<file path="src/rtl/ctl_pkg.sv">
`timescale 1ns/1ps
package ctl_pkg;
  localparam int OPW = 5;

  localparam logic [OPW-1:0] OP_MOV  = 5'h10;
  localparam logic [OPW-1:0] OP_CMOV = 5'h11;
  localparam logic [OPW-1:0] OP_JMP  = 5'h12;
  localparam logic [OPW-1:0] OP_JSET = 5'h13;
  localparam logic [OPW-1:0] OP_JCLR = 5'h14;
  localparam logic [OPW-1:0] OP_STW  = 5'h15;
  localparam logic [OPW-1:0] OP_STB  = 5'h16;
  localparam logic [OPW-1:0] OP_LDW  = 5'h17;
  localparam logic [OPW-1:0] OP_LDB  = 5'h18;
  localparam logic [OPW-1:0] OP_TAPE = 5'h19;
  localparam logic [OPW-1:0] OP_ANS  = 5'h1F;

  typedef struct packed {
    logic alu;
    logic mov;
    logic cmov;
    logic jmp;
    logic jset;
    logic jclr;
    logic st;
    logic ld;
    logic bsz;
    logic tape;
    logic ans;
  } ctl_t;
endpackage

</file>
<file path="src/rtl/ctl_decode.sv">
`timescale 1ns/1ps
module ctl_decode
  import ctl_pkg::*;
#(
  parameter int W = 16,
  parameter int K = 8
) (
  input  logic [2*W-1:0]            instr,
  output ctl_t                      ctl,
  output logic [OPW-1:0]            op,
  output logic                      imm_sel,
  output logic [$clog2(K)-1:0]      ri_idx,
  output logic [$clog2(K)-1:0]      rj_idx,
  output logic [W-1-OPW-2*$clog2(K)-1:0] fn,
  output logic [W-1:0]              a_field
);
  localparam int RW  = $clog2(K);
  localparam int FNW = W - 1 - OPW - 2*RW;
  localparam int TOP = 2*W - 1;

  assign op      = instr[TOP -: OPW];
  assign imm_sel = instr[TOP-OPW];
  assign ri_idx  = instr[TOP-OPW-1 -: RW];
  assign rj_idx  = instr[TOP-OPW-1-RW -: RW];
  assign fn      = instr[W +: FNW];
  assign a_field = instr[W-1:0];

  always_comb begin
    ctl = '0;
    if (!op[OPW-1]) begin
      ctl.alu = 1'b1;
    end else begin
      case (op)
        OP_MOV:  ctl.mov  = 1'b1;
        OP_CMOV: ctl.cmov = 1'b1;
        OP_JMP:  ctl.jmp  = 1'b1;
        OP_JSET: ctl.jset = 1'b1;
        OP_JCLR: ctl.jclr = 1'b1;
        OP_STW:  ctl.st   = 1'b1;
        OP_STB:  begin ctl.st = 1'b1; ctl.bsz = 1'b1; end
        OP_LDW:  ctl.ld   = 1'b1;
        OP_LDB:  begin ctl.ld = 1'b1; ctl.bsz = 1'b1; end
        OP_TAPE: ctl.tape = 1'b1;
        OP_ANS:  ctl.ans  = 1'b1;
        default: ctl = '0;
      endcase
    end
  end

  always_comb begin
    a_one_role: assert (!(ctl.st && ctl.ld)) else $error("p_one_role_r6");
  end
endmodule

</file>
<file path="src/rtl/ctl_regfile.sv">
`timescale 1ns/1ps
module ctl_regfile #(
  parameter int W   = 16,
  parameter int K   = 8,
  parameter int NRD = 3
) (
  input  logic                 clk,
  input  logic                 rst,
  input  logic                 we,
  input  logic [$clog2(K)-1:0] waddr,
  input  logic [W-1:0]         wdata,
  input  logic [$clog2(K)-1:0] raddr [NRD],
  output logic [W-1:0]         rdata [NRD]
);
  logic [W-1:0] regs [K];

  always_ff @(posedge clk) begin
    if (rst) begin
      for (int i = 0; i < K; i++) regs[i] <= '0;
    end else if (we) begin
      regs[waddr] <= wdata;
    end
  end

  for (genvar g = 0; g < NRD; g++) begin : g_rd
    assign rdata[g] = regs[raddr[g]];
  end
endmodule

</file>
<file path="src/rtl/ctl_seq.sv">
`timescale 1ns/1ps
module ctl_seq #(
  parameter int W = 16
) (
  input  logic         clk,
  input  logic         rst,
  input  logic         take,
  input  logic [W-1:0] target,
  input  logic         ans,
  input  logic         ans_zero,
  output logic [W-1:0] pc_q,
  output logic         halted_q,
  output logic         accept_q
);
  localparam logic [W-1:0] STEP = W'(2*W/8);

  always_ff @(posedge clk) begin
    if (rst) begin
      pc_q     <= '0;
      halted_q <= 1'b0;
      accept_q <= 1'b0;
    end else if (!halted_q) begin
      if (ans) begin
        halted_q <= 1'b1;
        accept_q <= ans_zero;
      end else if (take) begin
        pc_q <= target;
      end else begin
        pc_q <= pc_q + STEP;
      end
    end
  end

  p_halt_sticky_r10: assert property (@(posedge clk) disable iff (rst)
    halted_q |=> halted_q && $stable(pc_q) && $stable(accept_q));
endmodule

</file>
<file path="src/rtl/ctl_exec_stage.sv">
`timescale 1ns/1ps
module ctl_exec_stage
  import ctl_pkg::*;
#(
  parameter int W = 16,
  parameter int K = 8
) (
  input  logic                 clk,
  input  logic                 rst,
  output logic [W-1:0]         fetch_addr,
  input  logic [2*W-1:0]       fetch_instr,
  output logic [W-1:0]         mem_addr,
  output logic [W-1:0]         mem_wdata,
  output logic                 mem_we,
  output logic                 mem_byte,
  input  logic [W-1:0]         mem_rdata,
  input  logic                 tape_valid,
  input  logic [W-1:0]         tape_data,
  output logic                 tape_pop,
  output logic [OPW-1:0]       alu_op,
  output logic [W-1-OPW-2*$clog2(K)-1:0] alu_fn,
  output logic [W-1:0]         alu_a,
  output logic [W-1:0]         alu_b,
  input  logic [W-1:0]         alu_res,
  input  logic                 alu_flag,
  input  logic                 alu_wb,
  output logic                 flag,
  output logic                 halted,
  output logic                 accept
);
  localparam int RW  = $clog2(K);
  localparam int FNW = W - 1 - OPW - 2*RW;
  localparam logic [W-1:0] STEP = W'(2*W/8);

  ctl_t           ctl;
  logic [OPW-1:0] op;
  logic           imm_sel;
  logic [RW-1:0]  ri_idx, rj_idx;
  logic [FNW-1:0] fn;
  logic [W-1:0]   a_field;
  logic [RW-1:0]  raddr [3];
  logic [W-1:0]   rdata [3];
  logic [W-1:0]   a_val, wb_data;
  logic           wb_en, take, run, flag_q, flag_d;
  logic [W-1:0]   pc_q;
  logic           halted_q, accept_q;

  ctl_decode #(.W(W), .K(K)) u_dec (
    .instr(fetch_instr), .ctl(ctl), .op(op), .imm_sel(imm_sel),
    .ri_idx(ri_idx), .rj_idx(rj_idx), .fn(fn), .a_field(a_field)
  );

  assign raddr[0] = ri_idx;
  assign raddr[1] = rj_idx;
  assign raddr[2] = a_field[RW-1:0];

  ctl_regfile #(.W(W), .K(K), .NRD(3)) u_rf (
    .clk(clk), .rst(rst), .we(wb_en), .waddr(ri_idx), .wdata(wb_data),
    .raddr(raddr), .rdata(rdata)
  );

  assign run   = !halted_q;
  assign a_val = imm_sel ? a_field : rdata[2];
  assign take  = ctl.jmp | (ctl.jset & flag_q) | (ctl.jclr & ~flag_q);

  ctl_seq #(.W(W)) u_seq (
    .clk(clk), .rst(rst), .take(take), .target(a_val), .ans(ctl.ans),
    .ans_zero(a_val == '0), .pc_q(pc_q), .halted_q(halted_q), .accept_q(accept_q)
  );

  always_comb begin
    wb_data = a_val;
    wb_en   = 1'b0;
    flag_d  = flag_q;
    if (ctl.alu) begin
      wb_data = alu_res;
      wb_en   = alu_wb;
      flag_d  = alu_flag;
    end else if (ctl.mov) begin
      wb_en = 1'b1;
    end else if (ctl.cmov) begin
      wb_en = flag_q;
    end else if (ctl.ld) begin
      wb_data = ctl.bsz ? {{(W-8){1'b0}}, mem_rdata[7:0]} : mem_rdata;
      wb_en   = 1'b1;
    end else if (ctl.tape) begin
      wb_data = tape_valid ? tape_data : '0;
      wb_en   = 1'b1;
      flag_d  = ~tape_valid;
    end
    wb_en = wb_en & run;
  end

  always_ff @(posedge clk) begin
    if (rst)      flag_q <= 1'b0;
    else if (run) flag_q <= flag_d;
  end

  assign fetch_addr = pc_q;
  assign mem_addr   = a_val;
  assign mem_wdata  = rdata[0];
  assign mem_we     = run & ctl.st;
  assign mem_byte   = ctl.bsz;
  assign tape_pop   = run & ctl.tape & tape_valid;
  assign alu_op     = op;
  assign alu_fn     = fn;
  assign alu_a      = rdata[1];
  assign alu_b      = a_val;
  assign flag       = flag_q;
  assign halted     = halted_q;
  assign accept     = accept_q;

  p_step_r2: assert property (@(posedge clk) disable iff (rst)
    (run && !take && !ctl.ans) |=> fetch_addr == $past(fetch_addr) + STEP);
  p_jump_r3: assert property (@(posedge clk) disable iff (rst)
    (run && ctl.jmp) |=> fetch_addr == $past(a_val) && flag_q == $past(flag_q));
  p_cmov_keep_r5: assert property (@(posedge clk) disable iff (rst)
    (run && (ctl.cmov || ctl.mov)) |=> $stable(flag_q));
  p_tape_empty_r9: assert property (@(posedge clk) disable iff (rst)
    (run && ctl.tape && !tape_valid) |=> flag_q);
  p_tape_pop_r9: assert property (@(posedge clk) disable iff (rst)
    tape_pop |-> tape_valid);
  p_quiet_r10: assert property (@(posedge clk) disable iff (rst)
    halted_q |-> !mem_we && !tape_pop);
  p_frozen_flag_r10: assert property (@(posedge clk) disable iff (rst)
    halted_q |=> $stable(flag_q));
endmodule

</file>
<file path="config.mk">
export PLATFORM = sky130hd
export DESIGN_NAME = ctl_exec_stage
export DESIGN_NICKNAME = d
export VERILOG_FILES = /design/src/rtl/ctl_pkg.sv /design/src/rtl/ctl_decode.sv /design/src/rtl/ctl_regfile.sv /design/src/rtl/ctl_seq.sv /design/src/rtl/ctl_exec_stage.sv
export SDC_FILE = /design/constraint.sdc
export NUM_CORES = 1
export LEC_CHECK = 0
export CAP_MARGIN = 20
export CORE_MARGIN = 8
export CORE_UTILIZATION = 55
export CTS_CLUSTER_SIZE = 10
export DETAILED_ROUTE_END_ITERATION = 10
export DONT_BUFFER_PORTS = 1
export PLACE_DENSITY = 0.72
export SLEW_MARGIN = 15
export SYNTH_ARGS = -nofsm -noshare
export SYNTH_HDL_FRONTEND = slang
export SYNTH_SLANG_ARGS = --single-unit
</file>
<file path="constraint.sdc">
create_clock -name clk -period 2.3 [get_ports clk]
set_input_delay 0.115 -clock clk [delete_from_list [all_inputs] [get_ports clk]]
set_output_delay 0.115 -clock clk [all_outputs]
set_load 0.01 [all_outputs]
</file>
==> flow_summary.json <==
{
  "synth_cell_type_count": 59,
  "final_hold_viol_count": 0,
  "startpoint": "u_rf.regs[4][4]",
  "core_area_um2": 16300,
  "max_stage_delay_ns": 0.50,
  "dp_cells": 1012,
  "maxCapViolations": 0,
  "die_h_um": 144,
  "rsz0062_at_grt": "no",
  "first_pass_iters": 9,
  "ys.flop_type": "edfxtp_1",
  "cp_cell_sequence": "mux4_2 > a221o_1 > a222oi_1 > a21o_2 > nor2_1",
  "stdcell_count": 1052,
  "worstSetupStartpointType": "flop",
  "clockBufferDepth": 2,
  "min_period_ns": 2.26,
  "regToRegSetupSlack_ns": 0.04,
  "pin_count": 180,
  "synthCells": 801,
  "r2r-start": "u_rf.regs[4][4]",
  "nets": 903,
  "synth_top_cell_by_area": "edfxtp_1",
  "grt_pass1_wl_um": 48600,
  "ys_ff_latch": 147,
  "area_delta_synth_final_pct": 12.3,
  "r2r_end": "u_rf.regs[0][4]",
  "multi_input_comb_area_um2": 4360,
  "crit_fanout": 8,
  "ys_seq_area_frac": 0.468,
  "arrival_ns": 2.43,
  "start_util": 0.553,
  "fin_crit_sh": 0.981,
  "cp-end-kind": "flop",
  "placed_cell_area_um2": 9510,
  "yosysTopAreaCellShare": 0.425,
  "syn_area_um2": 9030,
  "async_flop_share": 0,
  "critPathBufInv": 0,
  "seq_area_um2": 4220,
  "synth_edf_count": 128,
  "hold-path-cell-count": 4,
  "synth_common_cells": "170 x nor2_1, 128 x edfxtp_1, 64 x a22oi_1",
  "critPathSlowestCell": "mux4_2",
  "path_depth": 5,
  "die_area_um2": 20800,
  "peakVddDrop_mv": 0.604,
  "fp.dieW_um": 144,
  "cp.required_ns": 2.48,
  "cp_top_family": "compound AO/OA/AOI/OAI gates",
  "io_buffer_count": 0,
  "utilization": 0.621,
  "critical_path_class": "reg2reg",
  "crit_end": "u_rf.regs[0][4]",
  "min_path_type": "in2reg",
  "setup_violations": 0,
  "clk_pin_slew_ns": 0.06,
  "route.vias.total": 7815,
  "yosys_warnings": 0,
  "placementRows": 47,
  "routed_wl_um": 33600,
  "vias_per_cell": 7.43,
  "drv_slew": 0,
  "yosysMostFrequentCell": "nor2_1",
  "ant_nets": 0,
  "tns_ns": 0,
  "clock.fmax_mhz": 443,
  "fillers": 1301,
  "clock-sinks": 147,
  "status": "complete, no violations",
  "grt_usage": 0.325,
  "ys_top_cells_by_area": "edfxtp_1 43%, mux4_2 11%, nor2_1 7.1%",
  "clock_skew_ns": 0.00948,
  "antenna_found_initial": 3,
  "p_leak_nw": 3.66,
  "power.density_nw_per_um2": 683,
  "syn_nets": 887,
  "grt_max_degree": 40,
  "root_buffer": "clkbuf_16",
  "tightestPinTransition_ns": 0.920,
  "drc": 0,
  "worstSkewPairLatency_ns": 0.44,
  "h-tree-depth": 4,
  "reg2regPathDepth": 5,
  "numCtsBuffers": 17,
  "grt_pass1_vias": 7683,
  "relSlewSlack": 0.387,
  "overflow": 0,
  "synth.avg_cell_area_um2": 11.3,
  "drive_gt1_frac": 0.246,
  "final_area_um2": 10100,
  "dpl.hpwl_um": 23600,
  "gp_congestion": 0.972,
  "tritoncts": "yes",
  "dr.first_iter.drc_count": 1268,
  "wire_per_inst_um": 31.9
}
-- how the worst min path moves through the flow --
stage	slack, ns	start	endpoint
CTS	0.03	fetch_instr[29]	u_seq.accept_q
global placement	0.19	rst	u_seq.pc_q[0]
global route	0.08	rst	u_rf.regs[7][11]
floorplan	0.28	fetch_instr[27]	mem_byte
finish	0.03	fetch_instr[29]	u_seq.accept_q
detailed placement	0.19	rst	u_seq.pc_q[0]
-- sequential cells by signal, indices dropped and copies added, names as in the netlist --
name and flops:
flag 1, u_rf.regs 128, u_seq.accept_q 1, u_seq.halted_q 1
u_seq.pc_q 16
-- area by class of cell --
cell class,count,area share
Timing Repair Buffer,79,0.0693
Sequential cell,147,0.416
Antenna cell,2,0.000493
Clock buffer,19,0.0427
Inverter,3,0.00111
Multi-Input combinational cell,569,0.430
Clock inverter,13,0.0133
Tap cell,220,0.0271
-- worst min-delay path, stage by stage --
cell and delay, ns:
nand3_1 0.05, or2_2 0.13, o21ai_0 0.07, o21ai_1 0.06
-- report_power, final --
group	internal (mW)	switching, mW	leakage, nW
combinational	0.459	0.614	1.91
sequential	3.02	0.117	1.48
clock	1.59	1.13	0.267
-- kinds of logic after synthesis --
logic type	synth area share
AOI/OAI and AO/OA	0.145
xor gates and xnor gates	0.00485
adders and majority gates	0.00138
buffers and inverters	0.0536
DFF	0.468
muxes	0.178
and+or+nand+nor	0.150
-- per-layer routing --
layer,track usage,part of all wire
met3,0.124,0.16
met1,0.359,0.32
met5,0,0.0010
met4,0.185,0.047
met2,0.529,0.47
-- stage by stage --
| stage | setup WS [ns] | power [mW] | hold WS, ns |
|---|---|---|---|
| after global placement | -0.00758 | 4.20 | 0.191 |
| after global routing | 0.00141 | 7.08 | 0.0792 |
| after detailed placement | -0.0356 | 4.23 | 0.192 |
| after floorplan | 0.154 | 3.94 | 0.284 |
| after CTS | 0.00213 | 6.90 | 0.0265 |
| final | 0.0441 | 6.93 | 0.0318 |
-- cell usage in the layout, fill, tap and decap left out, drive strengths merged, types with 3 or more instances in the layout --
cell type    synthesis  routed
a221oi               3       3
or3b                 4       4
nand2b              12      12
inv                  3       4
nor2               170     170
clkinv               0       6
dlygate4sd3          0       4
nand4               19      19
xor2                 3       3
a21oi               11      11
a22oi               64      64
edfxtp             128     128
nor4                 8       8
a211oi               6       6
o21ai               17      17
nor3b                8       8
nand3                3       3
a21o                13      13
o31ai                5       5
clkinvlp             0       4
a22o                 4       4
dfxtp               19      19
o22ai               13      13
mux2                26      26
nor2b                7       7
a2bb2oi              5       5
nand2               38      38
buf                 48      75
clkbuf              34      19
mux2i               28      28
mux4                46      46
and3                 4       4
a221o                8       8
o2bb2ai              3       3
nor3                 9       9
a222oi              13      13
-- repair_timing --
action | 4_1_cts | 5_1_grt
gates resized for setup | 4 | 1
pin swaps | 0 | 13
setup buffers | 0 | 2
endpoints found under the hold margin | 19 | 0
hold buffers | 4 | 0
endpoints found under the setup margin | 30 | 48
gates cloned | 0 | 0
Note: power is estimated with default switching activity, not from simulation.
